===== src/rtl/boot_unlock_pkg.sv =====
package boot_unlock_pkg;

  typedef enum logic {
    SPACE_FLASH = 1'b0,
    SPACE_BOOT  = 1'b1
  } boot_space_e;

  localparam int          DEF_CODE_W = 24;
  localparam logic [23:0] DEF_CODE   = 24'h5E38AC;

endpackage


===== src/rtl/unlock_rst_sync.sv =====
module unlock_rst_sync #(
  parameter int STAGES = 2
) (
  input  logic clk,
  input  logic pin_n,
  output logic in_reset
);
  logic [STAGES-1:0] chain;

  // assert at once, release through STAGES flops
  always_ff @(posedge clk or negedge pin_n) begin
    if (!pin_n) chain <= '0;
    else        chain <= {chain[STAGES-2:0], 1'b1};
  end

  assign in_reset = ~chain[STAGES-1];
endmodule


===== src/rtl/unlock_bit_sync.sv =====
module unlock_bit_sync #(
  parameter int STAGES = 2,
  parameter int W      = 1
) (
  input  logic         clk,
  input  logic [W-1:0] d,
  output logic [W-1:0] q
);
  logic [W-1:0] stage_q [STAGES];

  always_ff @(posedge clk) begin
    stage_q[0] <= d;
    for (int s = 1; s < STAGES; s++) stage_q[s] <= stage_q[s-1];
  end

  assign q = stage_q[STAGES-1];
endmodule


===== src/rtl/unlock_shifter.sv =====
module unlock_shifter #(
  parameter int CODE_W = 24
) (
  input  logic              clk,
  input  logic              in_reset,
  input  logic              enter_evt,
  input  logic              shift_evt,
  input  logic              data_bit,
  output logic [CODE_W-1:0] code_q
);
  // new bit enters at the top, so the first bit ends up at bit 0
  function automatic logic [CODE_W-1:0] push_lsb_first(
    input logic [CODE_W-1:0] cur, input logic b);
    return {b, cur[CODE_W-1:1]};
  endfunction

  always_ff @(posedge clk) begin
    if (enter_evt)                  code_q <= '0;
    else if (in_reset && shift_evt) code_q <= push_lsb_first(code_q, data_bit);
  end


  clear_on_entry_chk: assert property (@(posedge clk) disable iff (!in_reset)
    enter_evt |=> (code_q == '0));


  shift_idle_chk: assert property (@(posedge clk) disable iff (in_reset)
    !in_reset |=> $stable(code_q));
endmodule


===== src/rtl/unlock_decider.sv =====
module unlock_decider
  import boot_unlock_pkg::*;
#(
  parameter int              CODE_W      = 24,
  parameter logic [CODE_W-1:0] UNLOCK_CODE = DEF_CODE
) (
  input  logic              clk,
  input  logic              in_reset,
  input  logic              release_evt,
  input  logic [CODE_W-1:0] code_q,
  input  logic              opt_boot_rom,
  output logic              sel_q,
  output logic              code_hit
);
  function automatic logic is_unlock(input logic [CODE_W-1:0] c);
    return c == UNLOCK_CODE;
  endfunction

  assign code_hit = is_unlock(code_q);

  always_ff @(posedge clk) begin
    if (in_reset)         sel_q <= SPACE_FLASH;
    else if (release_evt) sel_q <= code_hit ? SPACE_BOOT : boot_space_e'(opt_boot_rom);
  end


  sel_low_in_reset_chk: assert property (@(posedge clk) disable iff (1'b0)
    in_reset |=> !sel_q);


  forced_sel_chk: assert property (@(posedge clk) disable iff (in_reset)
    (release_evt && code_hit) |=> sel_q);


  fallback_sel_chk: assert property (@(posedge clk) disable iff (in_reset)
    (release_evt && !code_hit) |=> (sel_q == $past(opt_boot_rom)));


  decision_hold_chk: assert property (@(posedge clk) disable iff (in_reset)
    !release_evt |=> $stable(sel_q));
endmodule


===== src/rtl/boot_unlock_top.sv =====
module boot_unlock_top
  import boot_unlock_pkg::*;
#(
  parameter int                CODE_W      = DEF_CODE_W,
  parameter logic [CODE_W-1:0] UNLOCK_CODE = DEF_CODE,
  parameter int                SYNC_STAGES = 2,
  parameter int                ADDR_W      = 16,
  parameter logic [ADDR_W-1:0] ENTRY_ADDR  = '0
) (
  input  logic              clk,
  input  logic              rst_pin_n,
  input  logic              sdata_pin,
  input  logic              sclk_pin,
  input  logic              opt_boot_rom,
  output logic              boot_rom_sel,
  output logic [ADDR_W-1:0] start_addr
);
  localparam int PIN_W = 2;

  logic              in_reset, in_reset_d;
  logic [PIN_W-1:0]  pins_s;
  logic              sclk_s, sdata_s, sclk_d;
  logic              enter_evt, release_evt, shift_evt;
  logic [CODE_W-1:0] code_q;
  logic              sel_q, code_hit;

  unlock_rst_sync #(.STAGES(SYNC_STAGES)) u_rst (
    .clk(clk), .pin_n(rst_pin_n), .in_reset(in_reset));

  unlock_bit_sync #(.STAGES(SYNC_STAGES), .W(PIN_W)) u_pins (
    .clk(clk), .d({sclk_pin, sdata_pin}), .q(pins_s));

  assign {sclk_s, sdata_s} = pins_s;

  always_ff @(posedge clk) begin
    in_reset_d <= in_reset;
    sclk_d     <= sclk_s;
  end

  // named events for the checkers
  assign enter_evt   = in_reset & ~in_reset_d;
  assign release_evt = ~in_reset & in_reset_d;
  assign shift_evt   = sclk_s & ~sclk_d;

  unlock_shifter #(.CODE_W(CODE_W)) u_shift (
    .clk(clk), .in_reset(in_reset), .enter_evt(enter_evt),
    .shift_evt(shift_evt), .data_bit(sdata_s), .code_q(code_q));

  unlock_decider #(.CODE_W(CODE_W), .UNLOCK_CODE(UNLOCK_CODE)) u_dec (
    .clk(clk), .in_reset(in_reset), .release_evt(release_evt),
    .code_q(code_q), .opt_boot_rom(opt_boot_rom),
    .sel_q(sel_q), .code_hit(code_hit));

  assign boot_rom_sel = sel_q & ~in_reset;
  assign start_addr   = ENTRY_ADDR;


  addr_entry_chk: assert property (@(posedge clk) disable iff (in_reset)
    1'b1 |=> (start_addr == ENTRY_ADDR));
endmodule


===== config.mk =====
export PLATFORM = sky130hd
export DESIGN_NAME = boot_unlock_top
export DESIGN_NICKNAME = d
export VERILOG_FILES = /design/src/rtl/boot_unlock_pkg.sv /design/src/rtl/unlock_rst_sync.sv /design/src/rtl/unlock_bit_sync.sv /design/src/rtl/unlock_shifter.sv /design/src/rtl/unlock_decider.sv /design/src/rtl/boot_unlock_top.sv
export SDC_FILE = /design/constraint.sdc
export NUM_CORES = 1
export LEC_CHECK = 0
export ABC_CLOCK_PERIOD_IN_PS = 3000
export CORE_MARGIN = 2
export CORE_UTILIZATION = 41
export CTS_CLUSTER_DIAMETER = 60
export DETAILED_ROUTE_END_ITERATION = 10
export PLACE_DENSITY = 0.71
export SETUP_SLACK_MARGIN = 0.02
export SLEW_MARGIN = 20
export SYNTH_ARGS = -nofsm -noshare
export SYNTH_HDL_FRONTEND = slang
export SYNTH_SLANG_ARGS = --single-unit

===== constraint.sdc =====
create_clock -name clk -period 3 [get_ports clk]
set_input_delay 0.45 -clock clk [delete_from_list [all_inputs] [get_ports clk]]
set_output_delay 0.45 -clock clk [all_outputs]
set_load 0.03 [all_outputs]

==> results of run 1 <==
[cell families (layout without fill, tap and decap cells)]
family,Yosys count,count (layout),synth area share
buf+inv,24,16,0.133
flops,33,33,0.529
compound gates,25,25,0.102
mux,1,1,0.00789
simple gates,61,61,0.223
other cells,2,17,0.00592
[layout make-up]
type                    instances  area (um2)  share of cell area
flip-flops and latches         33         671               0.508
well taps                      33        41.3              0.0312
repair buffers                  7        65.1              0.0492
clock inverters                 3        17.5              0.0133
multi-input cells             104         485               0.367
clock buffers                   5        37.5              0.0284
inverters                       1        3.75             0.00284
[critical path: cells and delay by family, from the launching register on]
kind                   cells  cell delay (ns)
buffers and inverters      1             0.67
DFF                        1             0.45
and+or+nand+nor            1             0.15
[state kept, by name, indices dropped and copies added (netlist names)]
register        cells
u_shift.code_q     24
u_pins.stage_q      4
u_rst.chain         2
in_reset_d          1
sclk_d              1
u_dec.sel_q         1
[cells in the final DEF, fill, tap and decap left out, drive strengths merged, types with 3 or more instances in the layout]
| cell | n |
|---|---|
| dfxtp | 31 |
| nor4bb | 3 |
| nand2 | 48 |
| conb | 17 |
| clkbuf | 5 |
| a21oi | 24 |
| clkdlybuf4s50 | 5 |
[worst paths after layout]
check / start / endpoint / slack, ns / cells past startpoint
worst max-delay path: u_rst.chain[1] / boot_rom_sel / 0.95 / 2
worst min register to register: u_pins.stage_q[0][1] / u_pins.stage_q[0][3] / 0.34 / 0
worst min-delay path: rst_pin_n / u_rst.chain[1] / 0.26 / 1
max in group asynchronous: rst_pin_n / u_rst.chain[0] / 2.62 / 1
min in group clk: u_pins.stage_q[0][1] / u_pins.stage_q[0][3] / 0.34 / 0
worst max register to register: u_rst.chain[1] / u_shift.code_q[21] / 1.44 / 3
[power groups by stage]
| stage | clock network, mW | logic, mW | registers (mW) |
|---|---|---|---|
| final | 0.234 | 0.0531 | 0.452 |
| after CTS | 0.246 | 0.0527 | 0.452 |
| after global routing | 0.261 | 0.0573 | 0.453 |
| after global placement | 0 | 0.0519 | 0.461 |
| after detailed placement | 0 | 0.0526 | 0.462 |
| after floorplan | 0 | 0.0605 | 0.460 |
[through the flow]
step	instance area, um2	power (mW)
final	1320	0.739
after global routing	1320	0.771
after CTS	1320	0.751
after detailed placement	1270	0.515
after global placement	1270	0.513
after floorplan	1330	0.521
[layer usage]
layer  vias to the layer above  wire [um]
met3                         7         82
met5                         -          0
met2                        26       1040
met1                       420        882
li1                        454          -
met4                         0         51
==> reports/metrics.yaml, run 1 <==
worst_slew_pin_slew_ns: 0.772
rsz0062_at_grt: "false"
die-area_um2: 3560
viasPerCell: 4.88
hold_buffers: 0
synthArstFlopShare: 0.0606
die_height_um: 59.6
core_um2: 3000
clkLatencyLatePin_ns: 0.33
placementRows: 20
grt_overflow_total: 0
ys_seq_area_frac: 0.529
end_kind: "primary output"
use_met2: 0.209
synth_area_leader_cell: "dfxtp_1"
path_clk_slew_ns: 0.10
htree_levels: 2
grt_start_max_net_pins: 25
cts-root-buf: "clkbuf_4"
clockBufferDepth: 2
drv_cap: 0
netSwitchingPower_mw: 0.194
drive_gt1_frac: 0.0719
arrival_ns: 1.60
start_util: 0.423
crit_chain: "and2_1 > clkdlybuf4s50_1"
post_cts_resized: 0
nNetsFinal: 157
finalCritPeriodShare: 0.683
layoutNonFillerInstCount: 186
pin_count: 22
num_antenna_cells: 0
synth_edf_count: 0
ys_ff_latch: 33
clock_power_share: 0.317
finalWirelength_mm: 2.06
dpl.cell_count: 178
gr-usage-all-layers: 0.129
timing.slew.headroom: 0.486
place_hpwl_mm: 1.42
synth_cell_types: 21
top_usage_layer: "met2"
clock-sinks: 33
power_density_nw_per_um2: 560
detail-route-antenna-nets: 0
slew_viol_final: 0
place_ws_ns: 1.31
netlist_instances: 146
grt_pass1_wl_mm: 3.31
critical_path_class: "register to primary output"
use_met3: 0.0393
synth_area_per_cell_um2: 8.69
leakagePower_nw: 0.485
cts_tree: "yes"
hold_viol: 0
drt_iter0_drc: 17
synth_common_cells: "nand2_1 (48), dfxtp_1 (31), a21oi_1 (24)"
port_buffers: 5
synth_ff_type: "dfxtp_1"
setup_ws_ns: 0.951
fin_skew_ns: 0.00793
fin_util: 0.440
finalSetupViolCount: 0
setup_tns_ns: 0
cp.required_ns: 2.55
hold_slack_ns: 0.263
grt_pass1_vias: 790
antenna_found_initial: 0
vias: 907
synth.area.top_cells: "dfxtp_1 (49%), nand2_1 (14%), a21oi_1 (9.5%), buf_4 (9.5%), dfrtp_1 (3.9%)"
p_int_mw: 0.545
crit_fanout: 6
yosys_warnings: 0
netlist.area_leader.share: 0.489
fillers: 306
p_seq_frac: 0.611
cts_setup_buffers: 0
syn_area_um2: 1270
p_sw_frac: 0.262
critPathMaxStageDelay_ns: 0.67
hold_path.class: "input port to async pin"
gp_routability_congestion: 0.750
fmax_mhz: 488
synth.most_common_cell: "nand2_1"
drt_pass1_iterations: 4
startpoint_type: "register"
wire_per_inst_um: 11.1
grt_use_met1: 0.150
fin_crit_ns: 2.05
die_x_um: 59.6
crit_slowest_cell: "clkdlybuf4s50_1"
peakVddDrop_uv: 238
area_growth_pct: 4.14
cts_buffers: 5
drc_errors: 0
p_comb_frac: 0.072
run_status: "finished, final reports clean"
No activity file was read; power rests on OpenSTA's default activity.
==> inputs of run 2 (changes only) <==
--- a/config.mk
+++ b/config.mk
@@ -5,7 +5,7 @@
 export SDC_FILE = /design/constraint.sdc
 export NUM_CORES = 1
 export LEC_CHECK = 0
-export ABC_CLOCK_PERIOD_IN_PS = 3000
+export ABC_CLOCK_PERIOD_IN_PS = 1900
 export CORE_MARGIN = 2
 export CORE_UTILIZATION = 41
 export CTS_CLUSTER_DIAMETER = 60
==> constraint.sdc (replaced) <==
create_clock -name clk -period 1.9 [get_ports clk]
set_input_delay 0.285 -clock clk [delete_from_list [all_inputs] [get_ports clk]]
set_output_delay 0.285 -clock clk [all_outputs]
set_load 0.03 [all_outputs]
==> run 2 against run 1 <==
Compared with the run above: clock skew shrank 0.00062 ns; power grew 54%; largest cell class unchanged; sequential share of layout area grew 0.097 points; critical endpoint unchanged; first-iteration DRC count shrank 41%; largest power group unchanged.
==> reports/metrics.yaml, run 2 (same netlist as run 1, synthesis figures left out) <==
power_density_nw_per_um2: 865
die_height_um: 59.6
post_cts_resized: 1
pin_count: 22
core_um2: 3000
vias: 889
htree_levels: 2
timing.slew.headroom: 0.498
largest_reg_flops: 24
die-area_um2: 3560
setup_tns_ns: 0
gp_routability_congestion: 0.746
placed_area_um2: 1270
grt_overflow_total: 0
wire_per_inst_um: 10.8
finalSetupViolCount: 0
worst_slew_pin_slew_ns: 0.753
finalCritPeriodShare: 0.839
antenna_found_initial: 0
r2r_start: "u_rst.chain[1]"
leakagePower_nw: 0.491
crit_chain: "and2_1 > dlygate4sd2_1"
nNetsFinal: 158
cts_tree: "yes"
drive_gt1_frac: 0.0654
gr-usage-all-layers: 0.138
cts_setup_buffers: 0
end_kind: "primary output"
clock-sinks: 33
crit_fanout: 6
fin_crit_ns: 1.59
cts-root-buf: "clkbuf_4"
cts_buffers: 5
placementRows: 20
top_regs: "u_shift.code_q: 24 flops, u_pins.stage_q: 4 flops, u_rst.chain: 2 flops"
clockBufferDepth: 2
drt_iter0_drc: 10
start_util: 0.423
peakVddDrop_uv: 460
grt_pass1_vias: 849
path_clk_slew_ns: 0.09
layout_common_cells: "nand2_1 (48), dfxtp_1 (31), a21oi_1 (24)"
drt_pass1_iterations: 4
slew_viol_final: 0
critical_path_class: "register to primary output"
place_hpwl_mm: 1.42
port_buffers: 5
design_area_um2: 1320
hold_viol: 0
fillers: 285
area_growth_pct: 3.94
grt_pass1_wl_mm: 3.54
crit_slowest_cell: "dfrtp_1"
num_antenna_cells: 0
hold_buffers: 0
layout_commonest_cell: "nand2_1"
arrival_ns: 1.31
run_status: "finished, final reports clean"
rsz0062_at_grt: "false"
fin_skew_ns: 0.00731
detail-route-antenna-nets: 0
drc_errors: 0
startpoint_type: "register"
grt_start_max_net_pins: 25
critPathMaxStageDelay_ns: 0.44
cp.required_ns: 1.62
clkLatencyLatePin_ns: 0.32
viasPerCell: 4.78
finalWirelength_mm: 2.00
drv_cap: 0
fmax_mhz: 627
die_x_um: 59.6
startpoint: "u_rst.chain[1]"
hold_path.class: "input port to async pin"
top_register: "u_shift.code_q"
==> run 2: metrics by stage <==
step / power, mW / utilization / std cells / worst slack, ns / hold slack (ns)
floorplan: 0.822 / - / 161 / 0.638 / -0.0106
global placement: 0.811 / 0.424 / 179 / 0.403 / 0.316
detailed placement: 0.814 / 0.424 / 179 / 0.383 / 0.315
CTS: 1.15 / 0.439 / 186 / 0.287 / 0.0989
global route: 1.19 / 0.439 / 186 / 0.223 / 0.102
finish: 1.14 / 0.439 / 186 / 0.306 / 0.110
==> run 2: worst max-delay path, delay by kind of cell (launching register included) <==
family / cells / cell delay, ns
buffers and inverters: 1 / 0.39
flip-flops: 1 / 0.44
AND/OR/NAND/NOR: 1 / 0.15
==> run 2: cell type report <==
cell class	count	area, um2	share of cell area
Timing Repair Buffer	8	71.3	0.0541
Sequential cell	33	671	0.509
Tap cell	33	41.3	0.0313
Clock inverter	1	5.00	0.00380
Clock buffer	6	41.3	0.0313
Multi-Input combinational cell	104	485	0.368
Inverter	1	3.75	0.00285
==> run 2: routing by layer <==
| layer | track usage | wire, um | vias to the layer above |
|---|---|---|---|
| met5 | 0 | 0 | - |
| met2 | 0.226 | 958 | 28 |
| met4 | 0.0762 | 32 | 0 |
| li1 | - | - | 454 |
| met1 | 0.153 | 899 | 403 |
| met3 | 0.0524 | 111 | 4 |
==> run 2: final timing paths <==
check	end	slack [ns]	cells after the start
worst min register to register	u_pins.stage_q[0][3]	0.34	0
worst min-delay path	u_rst.chain[0]	0.11	1
worst max-delay path	boot_rom_sel	0.31	2
max in group asynchronous	u_rst.chain[1]	1.67	1
worst max register to register	u_shift.code_q[5]	0.38	3
min in group clk	u_pins.stage_q[0][3]	0.34	0
==> run 2: power breakdown <==
| group | total [mW] | switching [mW] | leakage (nW) | internal [mW] |
|---|---|---|---|---|
| Clock | 0.343 | 0.207 | 0.0281 | 0.136 |
| Sequential | 0.713 | 0.00787 | 0.276 | 0.705 |
| Combinational | 0.0841 | 0.0668 | 0.187 | 0.0174 |
